$ cat src/rtl/sup_pkg.sv
// Package: shared types for the processor supervisor.
// Assumes: nothing beyond IEEE 1800-2017.
package sup_pkg;

    // Watchdog period selection codes; the top code aliases the longest period.
    typedef enum logic [1:0] {
        DLY_SHORT    = 2'd0,
        DLY_MEDIUM   = 2'd1,
        DLY_LONG     = 2'd2,
        DLY_LONG_ALT = 2'd3
    } dly_sel_e;

endpackage

$ cat src/rtl/sup_sync.sv
// Module: sup_sync
// Two-flop synchroniser for a vector of independent asynchronous bits.
// Assumes: each bit is a slow level, so bits need not stay coherent with each other.
module sup_sync #(
    parameter int unsigned W = 1,
    parameter logic [W-1:0] RST_VAL = '0
) (
    input  logic         clk,
    input  logic         rst_n,
    input  logic [W-1:0] d_i,
    output logic [W-1:0] q_o
);

    logic [W-1:0] meta_q;
    logic [W-1:0] sync_q;

    // Capture the raw inputs, then resample them once to settle metastability.
    always_ff @(posedge clk) begin
        if (!rst_n) begin
            meta_q <= RST_VAL;
            sync_q <= RST_VAL;
        end else begin
            meta_q <= d_i;
            sync_q <= meta_q;
        end
    end

    assign q_o = sync_q;

endmodule

$ cat src/rtl/sup_debounce.sv
// Module: sup_debounce
// Debounces the synchronised active-low pushbutton. The debounced level changes
// only after the input has differed from it for DEB_CYC consecutive cycles.
// Assumes: pb_n_s is already synchronised to clk.
module sup_debounce #(
    parameter int unsigned DEB_CYC = 40
) (
    input  logic clk,
    input  logic rst_n,
    input  logic pb_n_s,
    output logic pressed_o
);

    localparam int unsigned CW = $clog2(DEB_CYC + 1);
    localparam logic [CW-1:0] LAST = CW'(DEB_CYC - 1);

    logic          level_q;   // debounced level, 1 = released
    logic [CW-1:0] cnt_q;

    // Count the cycles of disagreement; adopt the new level after DEB_CYC of them.
    always_ff @(posedge clk) begin
        if (!rst_n) begin
            level_q <= 1'b1;
            cnt_q   <= '0;
        end else if (pb_n_s == level_q) begin
            cnt_q <= '0;
        end else if (cnt_q == LAST) begin
            level_q <= pb_n_s;
            cnt_q   <= '0;
        end else begin
            cnt_q <= cnt_q + 1'b1;
        end
    end

    assign pressed_o = ~level_q;

    // a change of the debounced level always follows the sampled input.
    assert_level_follows_input_R4: assert property (@(posedge clk) disable iff (!rst_n)
        (level_q != $past(level_q)) |-> (level_q == $past(pb_n_s)));

endmodule

$ cat src/rtl/sup_watchdog.sv
// Module: sup_watchdog
// Counts cycles between strobe falling edges. Gives a one-cycle expiry pulse when
// the selected period passes without one. Held clear while reset is active.
// Assumes: strobe_s is synchronised; WD_SHORT <= WD_MED <= WD_LONG, all >= 2.
module sup_watchdog
    import sup_pkg::*;
#(
    parameter int unsigned WD_SHORT = 600,
    parameter int unsigned WD_MED   = 2400,
    parameter int unsigned WD_LONG  = 4800
) (
    input  logic     clk,
    input  logic     rst_n,
    input  logic     strobe_s,
    input  dly_sel_e dly_sel,
    input  logic     rst_active,
    output logic     expire_o
);

    localparam int unsigned CW = $clog2(WD_LONG + 1);

    logic          st_prev_q;
    logic          st_fall;
    logic [CW-1:0] limit;
    logic [CW-1:0] cnt_q;
    logic          expire_q;

    // Remember the previous strobe level for edge detection.
    always_ff @(posedge clk) begin
        if (!rst_n) st_prev_q <= 1'b0;
        else        st_prev_q <= strobe_s;
    end

    assign st_fall = st_prev_q & ~strobe_s;

    // Map the select code to its period; the spare code takes the longest.
    always_comb begin
        unique case (dly_sel)
            DLY_SHORT:  limit = CW'(WD_SHORT);
            DLY_MEDIUM: limit = CW'(WD_MED);
            default:    limit = CW'(WD_LONG);
        endcase
    end

    // Period counter: cleared by reset or a strobe fall, pulses on reaching the limit.
    always_ff @(posedge clk) begin
        if (!rst_n) begin
            cnt_q    <= '0;
            expire_q <= 1'b0;
        end else if (rst_active || st_fall) begin
            cnt_q    <= '0;
            expire_q <= 1'b0;
        end else if (cnt_q >= limit - 1'b1) begin
            cnt_q    <= '0;
            expire_q <= 1'b1;
        end else begin
            cnt_q    <= cnt_q + 1'b1;
            expire_q <= 1'b0;
        end
    end

    assign expire_o = expire_q;

    // a strobe fall is never followed directly by an expiry.
    assert_strobe_restarts_R7: assert property (@(posedge clk) disable iff (!rst_n)
        st_fall |=> !expire_o);

    // expiry only arises from a cycle in which reset was inactive.
    assert_no_expiry_in_reset_R9: assert property (@(posedge clk) disable iff (!rst_n)
        expire_o |-> !$past(rst_active));

endmodule

$ cat src/rtl/sup_stretch.sv
// Module: sup_stretch
// Shared reset stretcher. Any hold or trigger cycle reloads the timer; reset stays
// active until the timer has run out STRETCH_CYC cycles after the last load.
// Assumes: STRETCH_CYC >= 2; the power-on reset loads the timer.
module sup_stretch #(
    parameter int unsigned STRETCH_CYC = 1000
) (
    input  logic clk,
    input  logic rst_n,
    input  logic hold_i,
    input  logic trig_i,
    output logic rst_o
);

    localparam int unsigned CW = $clog2(STRETCH_CYC + 1);
    localparam logic [CW-1:0] FULL = CW'(STRETCH_CYC);

    logic          load;
    logic [CW-1:0] cnt_q;
    logic [CW-1:0] cnt_next;
    logic          rst_q;

    assign load = hold_i | trig_i;

    // Next timer value: reload on any cause, otherwise count down to zero.
    always_comb begin
        if (load)            cnt_next = FULL;
        else if (cnt_q != 0) cnt_next = cnt_q - 1'b1;
        else                 cnt_next = cnt_q;
    end

    // Timer and registered reset flag; power-on starts fully loaded and active.
    always_ff @(posedge clk) begin
        if (!rst_n) begin
            cnt_q <= FULL;
            rst_q <= 1'b1;
        end else begin
            cnt_q <= cnt_next;
            rst_q <= (cnt_next != 0);
        end
    end

    assign rst_o = rst_q;

    // Checker state: cycles since the last load or power-on, saturating.
    logic [CW-1:0] run_q;
    always_ff @(posedge clk) begin
        if (!rst_n || load)   run_q <= '0;
        else if (run_q != FULL) run_q <= run_q + 1'b1;
    end

    // any active cause makes reset active on the next cycle.
    assert_cause_forces_reset_R1: assert property (@(posedge clk) disable iff (!rst_n)
        load |=> rst_o);

    // reset is never released before the minimum width has elapsed.
    assert_min_width_R2: assert property (@(posedge clk) disable iff (!rst_n)
        $fell(rst_o) |-> (run_q >= FULL - 1'b1));

endmodule

$ cat src/rtl/sup_reset_ctrl.sv
// Module: sup_reset_ctrl (top)
// Processor supervisor: merges the supply fault, the debounced pushbutton and the
// watchdog into one stretched reset, given active high and as a pull-low enable.
// Assumes: all inputs except clk/rst_n are asynchronous; rst_n is synchronous.
module sup_reset_ctrl
    import sup_pkg::*;
#(
    parameter int unsigned STRETCH_CYC = 1000,
    parameter int unsigned DEB_CYC     = 40,
    parameter int unsigned WD_SHORT    = 600,
    parameter int unsigned WD_MED      = 2400,
    parameter int unsigned WD_LONG     = 4800
) (
    input  logic       clk,
    input  logic       rst_n,
    input  logic       supply_bad_i,
    input  logic       pb_n_i,
    input  logic       strobe_i,
    input  logic [1:0] dly_sel_i,
    output logic       cpu_rst_o,
    output logic       pull_low_o
);

    localparam int unsigned NSYNC = 3;
    localparam logic [NSYNC-1:0] SYNC_RST = 3'b010;  // button idles released

    logic [NSYNC-1:0] raw;
    logic [NSYNC-1:0] synced;
    logic             fault_s;
    logic             pb_n_s;
    logic             strobe_s;
    logic             pressed;
    logic             expire;
    logic             rst_active;

    assign raw = {strobe_i, pb_n_i, supply_bad_i};
    assign {strobe_s, pb_n_s, fault_s} = synced;

    sup_sync #(.W(NSYNC), .RST_VAL(SYNC_RST)) u_sync (
        .clk   (clk),
        .rst_n (rst_n),
        .d_i   (raw),
        .q_o   (synced)
    );

    sup_debounce #(.DEB_CYC(DEB_CYC)) u_debounce (
        .clk       (clk),
        .rst_n     (rst_n),
        .pb_n_s    (pb_n_s),
        .pressed_o (pressed)
    );

    sup_watchdog #(.WD_SHORT(WD_SHORT), .WD_MED(WD_MED), .WD_LONG(WD_LONG)) u_watchdog (
        .clk        (clk),
        .rst_n      (rst_n),
        .strobe_s   (strobe_s),
        .dly_sel    (dly_sel_e'(dly_sel_i)),
        .rst_active (rst_active),
        .expire_o   (expire)
    );

    sup_stretch #(.STRETCH_CYC(STRETCH_CYC)) u_stretch (
        .clk    (clk),
        .rst_n  (rst_n),
        .hold_i (fault_s | pressed),
        .trig_i (expire),
        .rst_o  (rst_active)
    );

    assign cpu_rst_o  = rst_active;
    assign pull_low_o = rst_active;

    // a debounced press is always accompanied by active reset one cycle later.
    assert_press_holds_reset_R5: assert property (@(posedge clk) disable iff (!rst_n)
        pressed |=> cpu_rst_o);

endmodule

$ cat config.mk
export PLATFORM = sky130hd
export DESIGN_NAME = sup_reset_ctrl
export DESIGN_NICKNAME = d
export VERILOG_FILES = /design/src/rtl/sup_pkg.sv /design/src/rtl/sup_sync.sv /design/src/rtl/sup_debounce.sv /design/src/rtl/sup_watchdog.sv /design/src/rtl/sup_stretch.sv /design/src/rtl/sup_reset_ctrl.sv
export SDC_FILE = /design/constraint.sdc
export NUM_CORES = 1
export LEC_CHECK = 0
export BUFFER_PORTS_ARGS = -buffer_cell sky130_fd_sc_hd__buf_2
export CORE_UTILIZATION = 59
export DETAILED_ROUTE_END_ITERATION = 8
export PLACE_DENSITY = 0.83
export REMOVE_ABC_BUFFERS = 1
export SLEW_MARGIN = 25
export SYNTH_ARGS = -nofsm -noshare
export SYNTH_HDL_FRONTEND = slang
export SYNTH_SLANG_ARGS = --single-unit
export TNS_END_PERCENT = 20
$ cat constraint.sdc
create_clock -name clk -period 2.55 [get_ports clk]
set_input_delay 0.1275 -clock clk [delete_from_list [all_inputs] [get_ports clk]]
set_output_delay 0.1275 -clock clk [all_outputs]
set_load 0.05 [all_outputs]
# Word-level counts from Yosys, hierarchy flattened
# Index checks and enable logic that the tools add are counted.
[totals] register_bits=39 in_bits=7 output_inout_bits=2
[op_classes] n_bitwise=7 addsub=4 magnitude_cmp=1 n_eq_ne=3 reduce_logical=8 mux=4
[op_table] cell="13-bit case mux with 2 select lines" n=1
[op_table] cell="10-bit two-way mux" n=2
[op_table] cell="10-bit nonzero test" n=2
[op_table] cell="13-bit by 1-bit adder with 13-bit output (second input constant)" n=1
[op_table] cell="13-bit >= comparator" n=1
[op_table] cell="13-bit by 1-bit subtractor with 13-bit output (second input constant)" n=1
[op_table] cell="10-bit by 1-bit subtractor with 10-bit output (second input constant)" n=1
[op_table] cell="6-bit by 1-bit adder with 6-bit output (second input constant)" n=1
[op_table] cell="6-bit equality test (second input constant)" n=1
[op_table] cell="3-bit OR reduction" n=2
[op_table] cell="1-bit NOT" n=4
[op_table] cell="2-bit by 1-bit equality test with 1-bit output (second input constant)" n=1
[op_table] cell="2-bit logical NOT" n=1
[op_table] cell="1-bit OR" n=2
[op_table] cell="2-bit AND reduction" n=1
[op_table] cell="2-bit OR reduction" n=1
[op_table] cell="1-bit bitwise AND" n=1
[op_table] cell="1-bit equality test" n=1
[op_table] cell="1-bit logical OR" n=1
[op_table] cell="1-bit two-way mux" n=1

# Longest topological paths before layout
# Gate-level depths: netlist of the first run.
[logic_depth] word_depth=5 depth_mapped=11

# Cells and area by module
# A second synthesis of the first run with hierarchy kept.
[unflattened] hier_cells=212 area_unflattened_um2=2021.9
[modules_own_cells] mod="sup_watchdog" area_each_um2=877.1 seq_area_each_um2=300.3 n_inst=1 cells_each=91
[modules_own_cells] mod="sup_stretch" area_each_um2=670.6 seq_area_each_um2=220.2 n_inst=1 cells_each=76
[modules_own_cells] mod="sup_debounce" area_each_um2=302.8 seq_area_each_um2=140.1 n_inst=1 cells_each=31
[modules_own_cells] mod="sup_sync" area_each_um2=157.7 seq_area_each_um2=120.1 n_inst=1 cells_each=12
[modules_own_cells] mod="sup_reset_ctrl" area_each_um2=13.8 seq_area_each_um2=0.0 n_inst=1 cells_each=2

# Worst setup path after synthesis of the first run
# OpenSTA, ideal clock, no wires.
[synth_path] kind="register to register" startpoint="register u_stretch.cnt_q[4]" endpoint="register u_stretch.rst_q (netlist: u_stretch.rst_o)" arrival_time_ps=1892 t_required_ps=2486 setup_slack_ps=594 path_stages_with_launch=6 setup_ps=64 path_buffers=0 period_less_slack_ps=1956 path_cell_list="dfxtp_1 -> or4_4 -> or4_1 -> o311a_1 -> and4_1 -> nand4_1"
[synth_between] elab_chain_len=4 elab_cells_between_ends=5
[synth_rtl] element="start, declared" line="sup_stretch.sv:19" text="logic [CW-1:0] cnt_q;"
[synth_rtl] element="start signal, assigned" line="sup_stretch.sv:38" text="cnt_q <= cnt_next;"
[synth_rtl] element="10-bit by 1-bit subtractor with 10-bit output or 10-bit nonzero test (tied branches)" line="sup_stretch.sv:28" text="else if (cnt_q != 0) cnt_next = cnt_q - 1'b1;"
[synth_rtl] element="10-bit two-way mux (*)" line="sup_stretch.sv:28"
[synth_rtl] element="10-bit two-way mux (*)" line="sup_stretch.sv:27" text="if (load) cnt_next = FULL;"
[synth_rtl] element="10-bit nonzero test (*)" line="sup_stretch.sv:39" text="rst_q <= (cnt_next != 0);"
[synth_rtl] element="end signal, assigned" line="sup_stretch.sv:39"
[synth_rtl] element="end, declared" line="sup_stretch.sv:21" text="logic rst_q;"
# Mark *: on every way between the ends. The rest lies on a longest branch, timed or not.
# A chain may end at the register's enable or synchronous reset.

# Worst setup path after layout of the first run
[layout_path] startpoint="register u_stretch.cnt_q[0]" endpoint="register u_stretch.rst_q (netlist: u_stretch.rst_o)"
# The elaborated chain is that of the path after synthesis.

==> metrics.md, run 1 <==
| Metric | Value |
|---|---|
| Vias | 1,485 |
| Primary FF master, synth | dfxtp_1 |
| CTS H-tree depth | 2 |
| Root Buffer | clkbuf_4 |
| Pint | 0.775 mW |
| Post_cts resized | 0 |
| Worst slew pin tran | 0.537 ns |
| Fmax | roughly 0.47 GHz |
| NetSw | 0.265 mW |
| Clk pin slew, worst setup/hold paths | 0.11 ns |
| R2R Path End | u_stretch.rst_o$_SDFF_PN1_ |
| Clock power frac | 28.9% |
| Final core occ | 69.6% |
| IO Count | 9 |
| Post-synth ARST share | 0% |
| Initial DRC count | approximately 120 |
| Nets | 243 |
| Combinational Power Share | about a tenth |
| Antenna Cells | 0 |
| Die extent in x | 58.0 µm |
| Worst EP required | 2.76 ns |
| Port buffer count | 8 |
| Chip height | just under 60 µm |
| Overflow after GRT | 0 |
| Post-DR wirelength/cell | 13.3 µm |
| DR pass1 iterations | 4 |
| Outcome | complete, no violations |
| Routing usage on met3 | under 10% |
| Core Region | 2850 µm² |
| Seq/Total Area, Yosys | 42.2% |
| Crit path cell chain | inv_1 -> ha_1 -> or3b_2 -> o21ai_0 -> nor3b_1 -> and4_1 -> nand4_1 |
| Switch share | 25.5% |
| Placed cells | around 250 |
| Crit path time final | 2.11 ns |
| Post-route ant nets | 0 |
| GRT met1 Usage | 30.0% |
| Synth Register Bits | 39 |
| Final Hold Fails | 0 |
| CTS tree | built |
| Crit start category | flop |
| Routability congestion estimate | roughly 0.94 |
| Pin count of the biggest net entering global routing | 15 |
| Setup slack, reg-to-reg | 0.44 ns |
| Initial cell density of the core | 64.8% |
| Synth top area share | 42.2% |
| Peak VDD IR | between 0.3 and 0.4 mV |
| Fill cells | roughly 230 |
| Detailed Route WL | 3400 µm |
| Biggest area consumer among synthesized cells | dfxtp_1 |
| Final worst path period share | between 80 and 90% |
| Setup crit end | u_stretch.rst_o$_SDFF_PN1_ |
| Crit path max fanout | 6 |
| Skew-Pair Late Insertion Delay | 0.34 ns |
| Setup TNS | 0 ns |
| # rows | 19 |
| Total GRT Usage | approximately a quarter |
| Crit path arrival time | 2.33 ns |
| Sequential power share | 61.7% |
| EDFF count, synth | 0 |
| RSZ-0062 raised after global routing | no |
| Final setup vio count | 0 |
| Final cell count without fillers | between 200 and 300 |
| DRC | 0 |
| GRT met2 Usage | 41.9% |
| HPWL after detailed placement | roughly 2500 µm |
| Pwr/cell area | 523 nW/µm² |
| Fin area | 1990 µm² |
| CP startpoint | u_stretch.cnt_q[0]$_SDFF_PN0_ |
| Layout cell share with drive strength beyond 1 | 8.44% |
| Lkg Pwr | about 0.74 nW |
| Wire length of the first global-routing pass | 6380 µm |
| Yosys warnings | 0 |
| Initial antenna violation count | 0 |
| Grt peak-use layer | met2 |
| TritonCTS Buffers | 5 |
| CP max stage cell | or3b_2 |
| Layout area overhead | 7.52% |
| Mapped cell area | roughly 1800 µm² |
| Crit Path Class | reg2reg |
| Synth area leaders | dfxtp_1 42%, ha_1 8.1%, xnor2_1 4.7% |
| Reg2reg start | u_stretch.cnt_q[0]$_SDFF_PN0_ |
| Vias in the first global route | 1,494 |
| Reg2reg path depth | 7 |
| Die Area | 3360 µm² |
| Clock sinks | 39 |
| Cell count after synthesis | about 210 |
| Worst min path class | in2reg |
| Commonest non-fill, non-tap cells in the layout | 39 x dfxtp_1, 22 x nor2_1, 18 x nand2_1, 17 x nor3_1, 12 x ha_1 |
| Max-slew violation count | 0 |
| Vias/cell | 5.80 |
| Placed cell areas | 1910 µm² |
| Clock buffer depth | 2 |
| Clock skew | 0.00492 ns |
| CP max stage delay | 0.47 ns |
| Leading cell type in the layout, fill and taps excluded | dfxtp_1 |
| Syn avg cell area | 8.72 µm² |
| Distinct cells, synth | 38 |
| CP Capture Type | flop |
| Max-cap violations | 0 |
| Relative slew margins | 64.1% |
how the worst min path moves through the flow:
stage	start	end	slack, ns	cells past startpoint
after floorplan	rst_n	u_debounce.level_q$_SDFFE_PN1P_	0.19	1
after global placement	pb_n_i	u_sync.meta_q[1]$_SDFF_PN1_	0.31	2
after detailed placement	pb_n_i	u_sync.meta_q[1]$_SDFF_PN1_	0.32	2
after CTS	rst_n	u_stretch.cnt_q[7]$_SDFF_PN1_	0.04	2
after global routing	rst_n	u_debounce.level_q$_SDFFE_PN1P_	0.05	2
final	rst_n	u_debounce.level_q$_SDFFE_PN1P_	0.05	2
stage by stage:
step                setup WS (ns)  hold WS, ns  total power [mW]
floorplan                   0.413        0.189             0.720
detailed placement          0.467        0.320             0.748
global route                0.230       0.0455              1.09
finish                      0.435       0.0528              1.04
CTS                         0.448       0.0378              1.05
global placement            0.562        0.307             0.740
metal layers:
metal | part of all wire, % | wire, µm | up-vias
met3 | 3.0 | 101 | 6
met4 | 1.9 | 63 | 0
met5 | 0 | 0 | -
li1 | - | - | 763
met1 | 45 | 1520 | 692
met2 | 50 | 1710 | 24
synthesized netlist by cell type, types with 3 or more instances:
cell type / instances
xor2_1: 8
clkbuf_1: 6
dfxtp_1: 39
nand3_1: 8
inv_1: 9
mux2i_1: 3
nor2_1: 22
nor3_1: 17
nand2b_1: 5
nand2_1: 18
o21ai_0: 6
nand4_1: 5
and2_1: 6
xnor2_1: 10
a21oi_1: 10
ha_1: 12
layout make-up:
cell class | instances | area, µm² | share of cell area [%]
Multi-Input combinational cell | 156 | 998 | 50.3
Sequential cell | 39 | 781 | 39.3
Timing Repair Buffer | 13 | 85.1 | 4.28
Clock buffer | 7 | 45.0 | 2.27
Tap cell | 31 | 38.8 | 1.95
Inverter | 9 | 33.8 | 1.70
Clock inverter | 1 | 5.00 | 0.252
power by group through the flow:
stage	combinational (mW)	clock [mW]	sequential (mW)
final	0.0972	0.300	0.642
after global routing	0.113	0.334	0.646
after CTS	0.0966	0.310	0.641
after detailed placement	0.0924	0	0.655
after global placement	0.0862	0	0.654
after floorplan	0.0689	0	0.651
critical path: cells and delay by family (launching register included):
| family | cells | cell delay, ns |
|---|---|---|
| AOI/OAI and AO/OA | 1 | 0.17 |
| and+or+nand+nor | 4 | 1.13 |
| buffers and inverters | 1 | 0.09 |
| adders and majority gates | 1 | 0.24 |
| DFF | 1 | 0.34 |
what timing repair did:
item,in CTS,in global routing
hold buffers,3,0
setup buffers,0,0
hold endpoints to repair,3,0
cells by family (layout without fill, tap and decap cells):
kind of cell / count (synthesis) / count (layout) / synth area share [%]
AOI/OAI and AO/OA: 24 / 24 / 7.85
adders and majority gates: 12 / 12 / 8.12
xor gates and xnor gates: 18 / 18 / 8.53
buffers and inverters: 17 / 30 / 3.72
muxes: 4 / 4 / 2.23
and+or+nand+nor: 98 / 98 / 27.3
DFF: 39 / 39 / 42.2
registers in the layout, indices dropped and copies added (netlist names):
name                  cells
u_sync.meta_q             3
u_watchdog.st_prev_q      1
u_debounce.cnt_q          6
u_watchdog.expire_o       1
u_stretch.rst_o           1
u_watchdog.cnt_q         13
u_debounce.level_q        1
u_stretch.cnt_q          10
u_sync.q_o                3
(Power assumes the default switching activity.)
==> inputs of run 2 (changes only) <==
--- a/config.mk
+++ b/config.mk
@@ -6,9 +6,9 @@
 export NUM_CORES = 1
 export LEC_CHECK = 0
 export BUFFER_PORTS_ARGS = -buffer_cell sky130_fd_sc_hd__buf_2
-export CORE_UTILIZATION = 59
+export CORE_UTILIZATION = 54
 export DETAILED_ROUTE_END_ITERATION = 8
-export PLACE_DENSITY = 0.83
+export PLACE_DENSITY = 0.8
 export REMOVE_ABC_BUFFERS = 1
 export SLEW_MARGIN = 25
 export SYNTH_ARGS = -nofsm -noshare
==> constraint.sdc (replaced) <==
create_clock -name clk -period 1.7 [get_ports clk]
set_input_delay 0.085 -clock clk [delete_from_list [all_inputs] [get_ports clk]]
set_output_delay 0.085 -clock clk [all_outputs]
set_load 0.05 [all_outputs]
==> run 2 against run 1 <==
The run now ends with setup timing left; largest power group unchanged; wire length rose by 8.7%; fmax rose by 8.1%; global-route usage fell by 2.2 points.
==> metrics.md, run 2 (synthesized netlist as in run 1, its figures left out) <==
| Metric | Value |
|---|---|
| Outcome | complete, but fails checks |
| Failing checks | setup timing |
| Layout cell share with drive strength beyond 1 | 25.3% |
| Post-route ant nets | 0 |
| Pin count of the biggest net entering global routing | 15 |
| Reg2reg path depth | 5 |
| CP max stage cell | or4_4 |
| Commonest non-fill, non-tap cells in the layout | 36 x dfxtp_1, 29 x buf_4, 22 x nor2_1, 18 x nand2_1, 15 x nor3_1 |
| Reg area | 785 µm² |
| Skew-Pair Late Insertion Delay | roughly 0.36 ns |
| Post-DR wirelength/cell | 12.4 µm |
| Lkg Pwr | 0.919 nW |
| Die extent in x | 60.5 µm |
| Hold Path Sink | u_sync.q_o[1]$_SDFF_PN1_ |
| # rows | 20 |
| R2R Path End | u_stretch.rst_o$_SDFF_PN1_ |
| HPWL after detailed placement | 2490 µm |
| Crit start category | flop |
| Crit path time final | 1.96 ns |
| Max-cap violations | 0 |
| Peak VDD IR | 0.496 mV |
| Setup TNS | -0.406 ns |
| RSZ-0062 raised after global routing | yes |
| Max-slew violation count | 0 |
| Clock buffer depth | 2 |
| Chip height | 60.5 µm |
| Leading cell type in the layout, fill and taps excluded | dfxtp_1 |
| Layout area overhead | 26.7% |
| Placed cell areas | about 2100 µm² |
| Root Buffer | clkbuf_4 |
| Placed cells | 283 |
| Fmax | 0.511 GHz |
| Crit path cell chain | or4_4 -> or4_1 -> o311a_1 -> and4_1 -> nand4_1 |
| Wire length of the first global-routing pass | approximately 6100 µm |
| Clock sinks | 39 |
| Min-Delay Path Depth | 1 |
| Reg2reg start | u_stretch.cnt_q[3]$_SDFF_PN1_ |
| Vias/cell | 5.27 |
| Fill cells | 248 |
| CTS H-tree depth | 2 |
| Routability congestion estimate | around 0.86 |
| Port buffer count | 8 |
| Worst Hold Launch | u_sync.meta_q[1]$_SDFF_PN1_ |
| Initial DRC count | 84 |
| CP max stage delay | 0.53 ns |
| Crit path arrival time | roughly 2.3 ns |
| Nets | 271 |
| Multi-input logic area | 1080 µm² |
| Vias | ~1,600 |
| Initial cell density of the core | 58.6% |
| Die Area | 3660 µm² |
| Clock skew | 0.00900 ns |
| Crit path max fanout | 2 |
| Total power | 1.87 mW |
| Core Region | 3150 µm² |
| Clk pin slew, worst setup/hold paths | 0.12 ns |
| Worst min path class | reg2reg |
| Overflow after GRT | 0 |
| DR pass1 iterations | 4 |
| CP Capture Type | flop |
| Crit Path Class | reg2reg |
| Detailed Route WL | 3690 µm |
| Worst slew pin tran | 0.602 ns |
| Final worst path period share | 115% |
| Final setup vio count | 2 |
| Final Hold Fails | 0 |
| Vias in the first global route | 1,456 |
| TritonCTS Buffers | 5 |
| Most flops, register | u_watchdog.cnt_q |
| IO Count | 9 |
| DRC | 0 |
| Antenna Cells | 0 |
| Hold_ws | 0.427 ns |
| Total GRT Usage | between 20% and 30% |
| Fin area | 2340 µm² |
| CTS tree | built |
| Initial antenna violation count | 0 |
| Fin worst setup slack | -0.257 ns |
| Pwr/cell area | 798 nW/µm² |
| Setup slack, reg-to-reg | -0.26 ns |
| Worst EP required | 2.01 ns |
| Max FFs per register | 13 |
| Final cell count without fillers | roughly 300 |
| Largest regs | u_watchdog.cnt_q: 13 flops, u_stretch.cnt_q: 10 flops, u_debounce.cnt_q: 6 flops |
| Relative slew margins | 59.7% |
==> run 2: cell types whose count changed in the layout (fill, tap and decap cells not counted), moves of 2 or more <==
cell | previous run | this run
buf_4 | 2 | 29
o21ai_0 | 6 | 3
dfxtp_2 | 0 | 3
o21ai_1 | 0 | 2
clkbuf_1 | 2 | 0
dfxtp_1 | 39 | 36
nor3_1 | 17 | 15
nor3_2 | 0 | 2
==> run 2: critical path, delay by kind of cell, from the launching register on <==
kind / cells / cell delay, ns
AO/OA/AOI/OAI: 1 / 0.36
flip-flops: 1 / 0.33
AND/OR/NAND/NOR: 4 / 1.23
==> run 2: how the worst max path moves through the flow <==
stage,startpoint,endpoint,depth (start not counted)
floorplan,dly_sel_i[1],u_watchdog.cnt_q[10]$_SDFF_PP0_,8
global placement,u_stretch.cnt_q[6]$_SDFF_PN1_,u_stretch.rst_o$_SDFF_PN1_,5
detailed placement,u_stretch.cnt_q[6]$_SDFF_PN1_,u_stretch.rst_o$_SDFF_PN1_,5
CTS,u_stretch.cnt_q[3]$_SDFF_PN1_,u_stretch.rst_o$_SDFF_PN1_,5
global route,u_stretch.cnt_q[3]$_SDFF_PN1_,u_stretch.rst_o$_SDFF_PN1_,5
finish,u_stretch.cnt_q[3]$_SDFF_PN1_,u_stretch.rst_o$_SDFF_PN1_,5
==> run 2: layout make-up <==
type                            count  area share [%]
Clock buffer                        6            2.19
Clock inverter                      2            1.66
Sequential cell                    39            33.5
Inverter                            9            1.44
Timing Repair Buffer               41            12.7
Multi-Input combinational cell    156            46.2
Tap cell                           44            2.35
==> run 2: repair_timing <==
action                     CTS  global route
hold buffers                 4             0
pin swaps                    3             4
gates cloned                 0             1
setup endpoints to repair    7            22
gates resized for setup      8            20
setup buffers                1             0
hold endpoints to repair     6             0
==> run 2: routing by layer <==
| layer | share of wire, % | global-route usage [%] |
|---|---|---|
| met2 | 49 | 38.0 |
| met3 | 2.4 | 6.82 |
| met5 | 0 | 0 |
| met4 | 2.5 | 11.4 |
| met1 | 46 | 26.6 |
==> run 2: power breakdown <==
group          switching, mW  internal [mW]  total (mW)  leakage (nW)
Clock                  0.317          0.355       0.672        0.0489
Sequential            0.0120          0.938       0.950         0.317
Combinational          0.118          0.128       0.246         0.553
Total                  0.447           1.42        1.87         0.919
==> run 2: per-stage QoR <==
stage | util (%) | worst slack [ns]
floorplan | - | -0.395
finish | 74.3 | -0.257
global placement | 66.9 | -0.212
CTS | 72.1 | -0.267
detailed placement | 66.9 | -0.286
global route | 74.3 | -0.312
==> inputs of run 3 (changes only) <==
==> constraint.sdc (replaced) <==
create_clock -name clk -period 1.7 [get_ports clk]
set_input_delay 0.34 -clock clk [delete_from_list [all_inputs] [get_ports clk]]
set_output_delay 0.34 -clock clk [all_outputs]
set_load 0.05 [all_outputs]
==> run 3 against run 2 <==
The flow still finishes with violations (setup timing); cell count shrank 0.67%; register-to-register slack about the same; die area stayed put; count of clock-buffer cells in the layout unchanged; utilization shrank 0.36 points; critical path depth unchanged; combinational power fell by 5%; fmax shrank 0.30%; hold slack got worse by 0.26 ns; sequential cell count is the same.
==> metrics.md, run 3 (synthesized netlist as in run 1, its figures left out) <==
| Metric | Value |
|---|---|
| Outcome | complete, but fails checks |
| Failing checks | setup timing |
| Fmax | slightly above 0.5 GHz |
| IO Count | 9 |
| Max-slew violation count | 0 |
| Most flops, register | u_watchdog.cnt_q |
| Pwr/cell area | ~800 nW/µm² |
| Routing usage on met3 | 5.12% |
| DR pass1 iterations | 4 |
| Crit path buffers/inverters | 0 |
| Core Region | 3150 µm² |
| Peak VDD IR | between 0.7 and 0.8 mV |
| Reg area | about 780 µm² |
| Fin worst setup slack | -0.262 ns |
| Skew-Pair Late Insertion Delay | 0.35 ns |
| CTS tree | built |
| Crit Path Class | reg2reg |
| Switch share | between 20% and 30% |
| Post-route ant nets | 0 |
| Total GRT Usage | 22.6% |
| Overflow after GRT | 0 |
| Relative slew margins | between 50% and 60% |
| Clk pin slew, worst setup/hold paths | 0.12 ns |
| Port buffer count | 8 |
| Max-cap violations | 0 |
| Final Hold Fails | 0 |
| Largest regs | u_watchdog.cnt_q: 13 flops, u_stretch.cnt_q: 10 flops, u_debounce.cnt_q: 6 flops |
| Detailed Route WL | 3840 µm |
| Hold buffer count at CTS | 0 |
| Critical path's top delay family | simple AND/OR/NAND/NOR gates |
| TritonCTS Buffers | 5 |
| CP Capture Type | flop |
| Clock buffer depth | 2 |
| Crit path time final | 1.96 ns |
| Hold_ws | between 0.15 and 0.2 ns |
| Worst min path class | in2reg |
| Clock skew | 0.00291 ns |
| Worst slew pin tran | 0.631 ns |
| GRT met2 Usage | 38.5% |
| Setup crit end | u_stretch.rst_o$_SDFF_PN1_ |
| Layout area overhead | 26.1% |
| Layout cell share with drive strength beyond 1 | 27.1% |
| Setup slack, reg-to-reg | -0.26 ns |
| Crit path arrival time | 2.26 ns |
| # rows | 20 |
| Antenna Cells | 0 |
| Final core occ | 73.9% |
| Reg2reg start | u_stretch.cnt_q[3]$_SDFF_PN1_ |
| Commonest non-fill, non-tap cells in the layout | 37 x dfxtp_1, 30 x buf_4, 21 x nor2_1, 18 x nand2_1, 12 x nor3_1 |
| Crit path max fanout | 2 |
| Placed cell areas | 2140 µm² |
| Fill cells | approximately 250 |
| Initial cell density of the core | 58.6% |
| Final setup vio count | 3 |
| Vias in the first global route | 1,438 |
| Worst EP required | 2.00 ns |
| Sequential power share | approximately 51% |
| NetSw | 0.447 mW |
| Pint | 1.41 mW |
| DRC | 0 |
| Vias/cell | 5.37 |
| CP max stage delay | 0.54 ns |
| Crit start category | flop |
| Chip height | approximately 60 µm |
| Post-DR wirelength/cell | approximately 13 µm |
| Grt peak-use layer | met2 |
| Initial DRC count | 68 |
| Lkg Pwr | roughly 0.91 nW |
| Root Buffer | clkbuf_4 |
| Max FFs per register | 13 |
| CP max stage cell | or4_4 |
| Fin area | between 2000 and 2500 µm² |
| Pin count of the biggest net entering global routing | 15 |
| Final worst path period share | 115% |
| GRT met1 Usage | 27.5% |
| Routability congestion estimate | just under 0.8 |
| CP Depth | 5 |
| Wire length of the first global-routing pass | about 6000 µm |
| R2R Path End | u_stretch.rst_o$_SDFF_PN1_ |
| Vias | between 1,500 and 2,000 |
| Die Area | 3660 µm² |
| HPWL after detailed placement | 2680 µm |
| Reg2reg path depth | 5 |
| CTS H-tree depth | 2 |
| Leading cell type in the layout, fill and taps excluded | dfxtp_1 |
| Clock sinks | 39 |
| CP startpoint | u_stretch.cnt_q[3]$_SDFF_PN1_ |
| Multi-input logic area | 1090 µm² |
| RSZ-0062 raised after global routing | yes |
| Clock power frac | 36.2% |
| Crit path cell chain | or4_4 -> or4_1 -> o311a_1 -> and4_1 -> nand4_1 |
| Combinational Power Share | 12.5% |
| Die extent in x | 60.5 µm |
| Initial antenna violation count | 0 |
| Nets | 269 |
[run 3: cell types whose count changed in the layout (fill, tap and decap cells not counted), sizes merged]
cell         change
buf              +2
dlygate4sd3      -4
[run 3: through the flow]
stage / setup TNS (ns) / power [mW] / setup WS, ns / std cells
global placement: -4.57 / 1.18 / -0.304 / 287
CTS: -0.570 / 1.86 / -0.321 / 295
floorplan: -9.30 / 1.08 / -0.650 / 204
detailed placement: -5.84 / 1.19 / -0.384 / 287
global route: -2.17 / 1.94 / -0.324 / 295
finish: -0.444 / 1.86 / -0.262 / 295
[run 3: repair_timing]
item,in CTS,in global routing
pin swaps,0,6
resized for setup,7,15
endpoints found under the setup margin,8,22
setup buffers,0,1
[run 3: power by group through the flow]
stage | sequential, mW | clock, mW | combinational (mW)
3_3_place_gp | 0.970 | 0 | 0.208
2_1_floorplan | 0.977 | 0 | 0.103
4_1_cts | 0.951 | 0.686 | 0.218
5_1_grt | 0.955 | 0.726 | 0.256
6_report | 0.952 | 0.673 | 0.233
3_5_place_dp | 0.971 | 0 | 0.214
[run 3: worst min path at each step]
stage	from	endpoint	slack [ns]	cells past startpoint
detailed placement	u_sync.meta_q[0]$_SDFF_PN0_	u_sync.q_o[0]$_SDFF_PN0_	0.42	1
floorplan	u_sync.meta_q[1]$_SDFF_PN1_	u_sync.q_o[1]$_SDFF_PN1_	0.39	1
global placement	u_sync.meta_q[1]$_SDFF_PN1_	u_sync.q_o[1]$_SDFF_PN1_	0.40	1
CTS	pb_n_i	u_sync.meta_q[1]$_SDFF_PN1_	0.15	2
global route	pb_n_i	u_sync.meta_q[1]$_SDFF_PN1_	0.15	2
finish	pb_n_i	u_sync.meta_q[1]$_SDFF_PN1_	0.16	2
[run 3: area by class of cell]
type	instances	area share, %
clock buffers	6	2.20
clock inverters	2	1.66
inverters	9	1.45
multi-input cells	156	46.9
flip-flops and latches	39	33.6
well taps	44	2.36
repair buffers	39	11.9
[run 3: routing by layer]
layer | wire length, µm | up-vias
met3 | 99 | 4
li1 | - | 811
met2 | 1950 | 22
met4 | 65 | 0
met5 | 0 | -
met1 | 1730 | 747
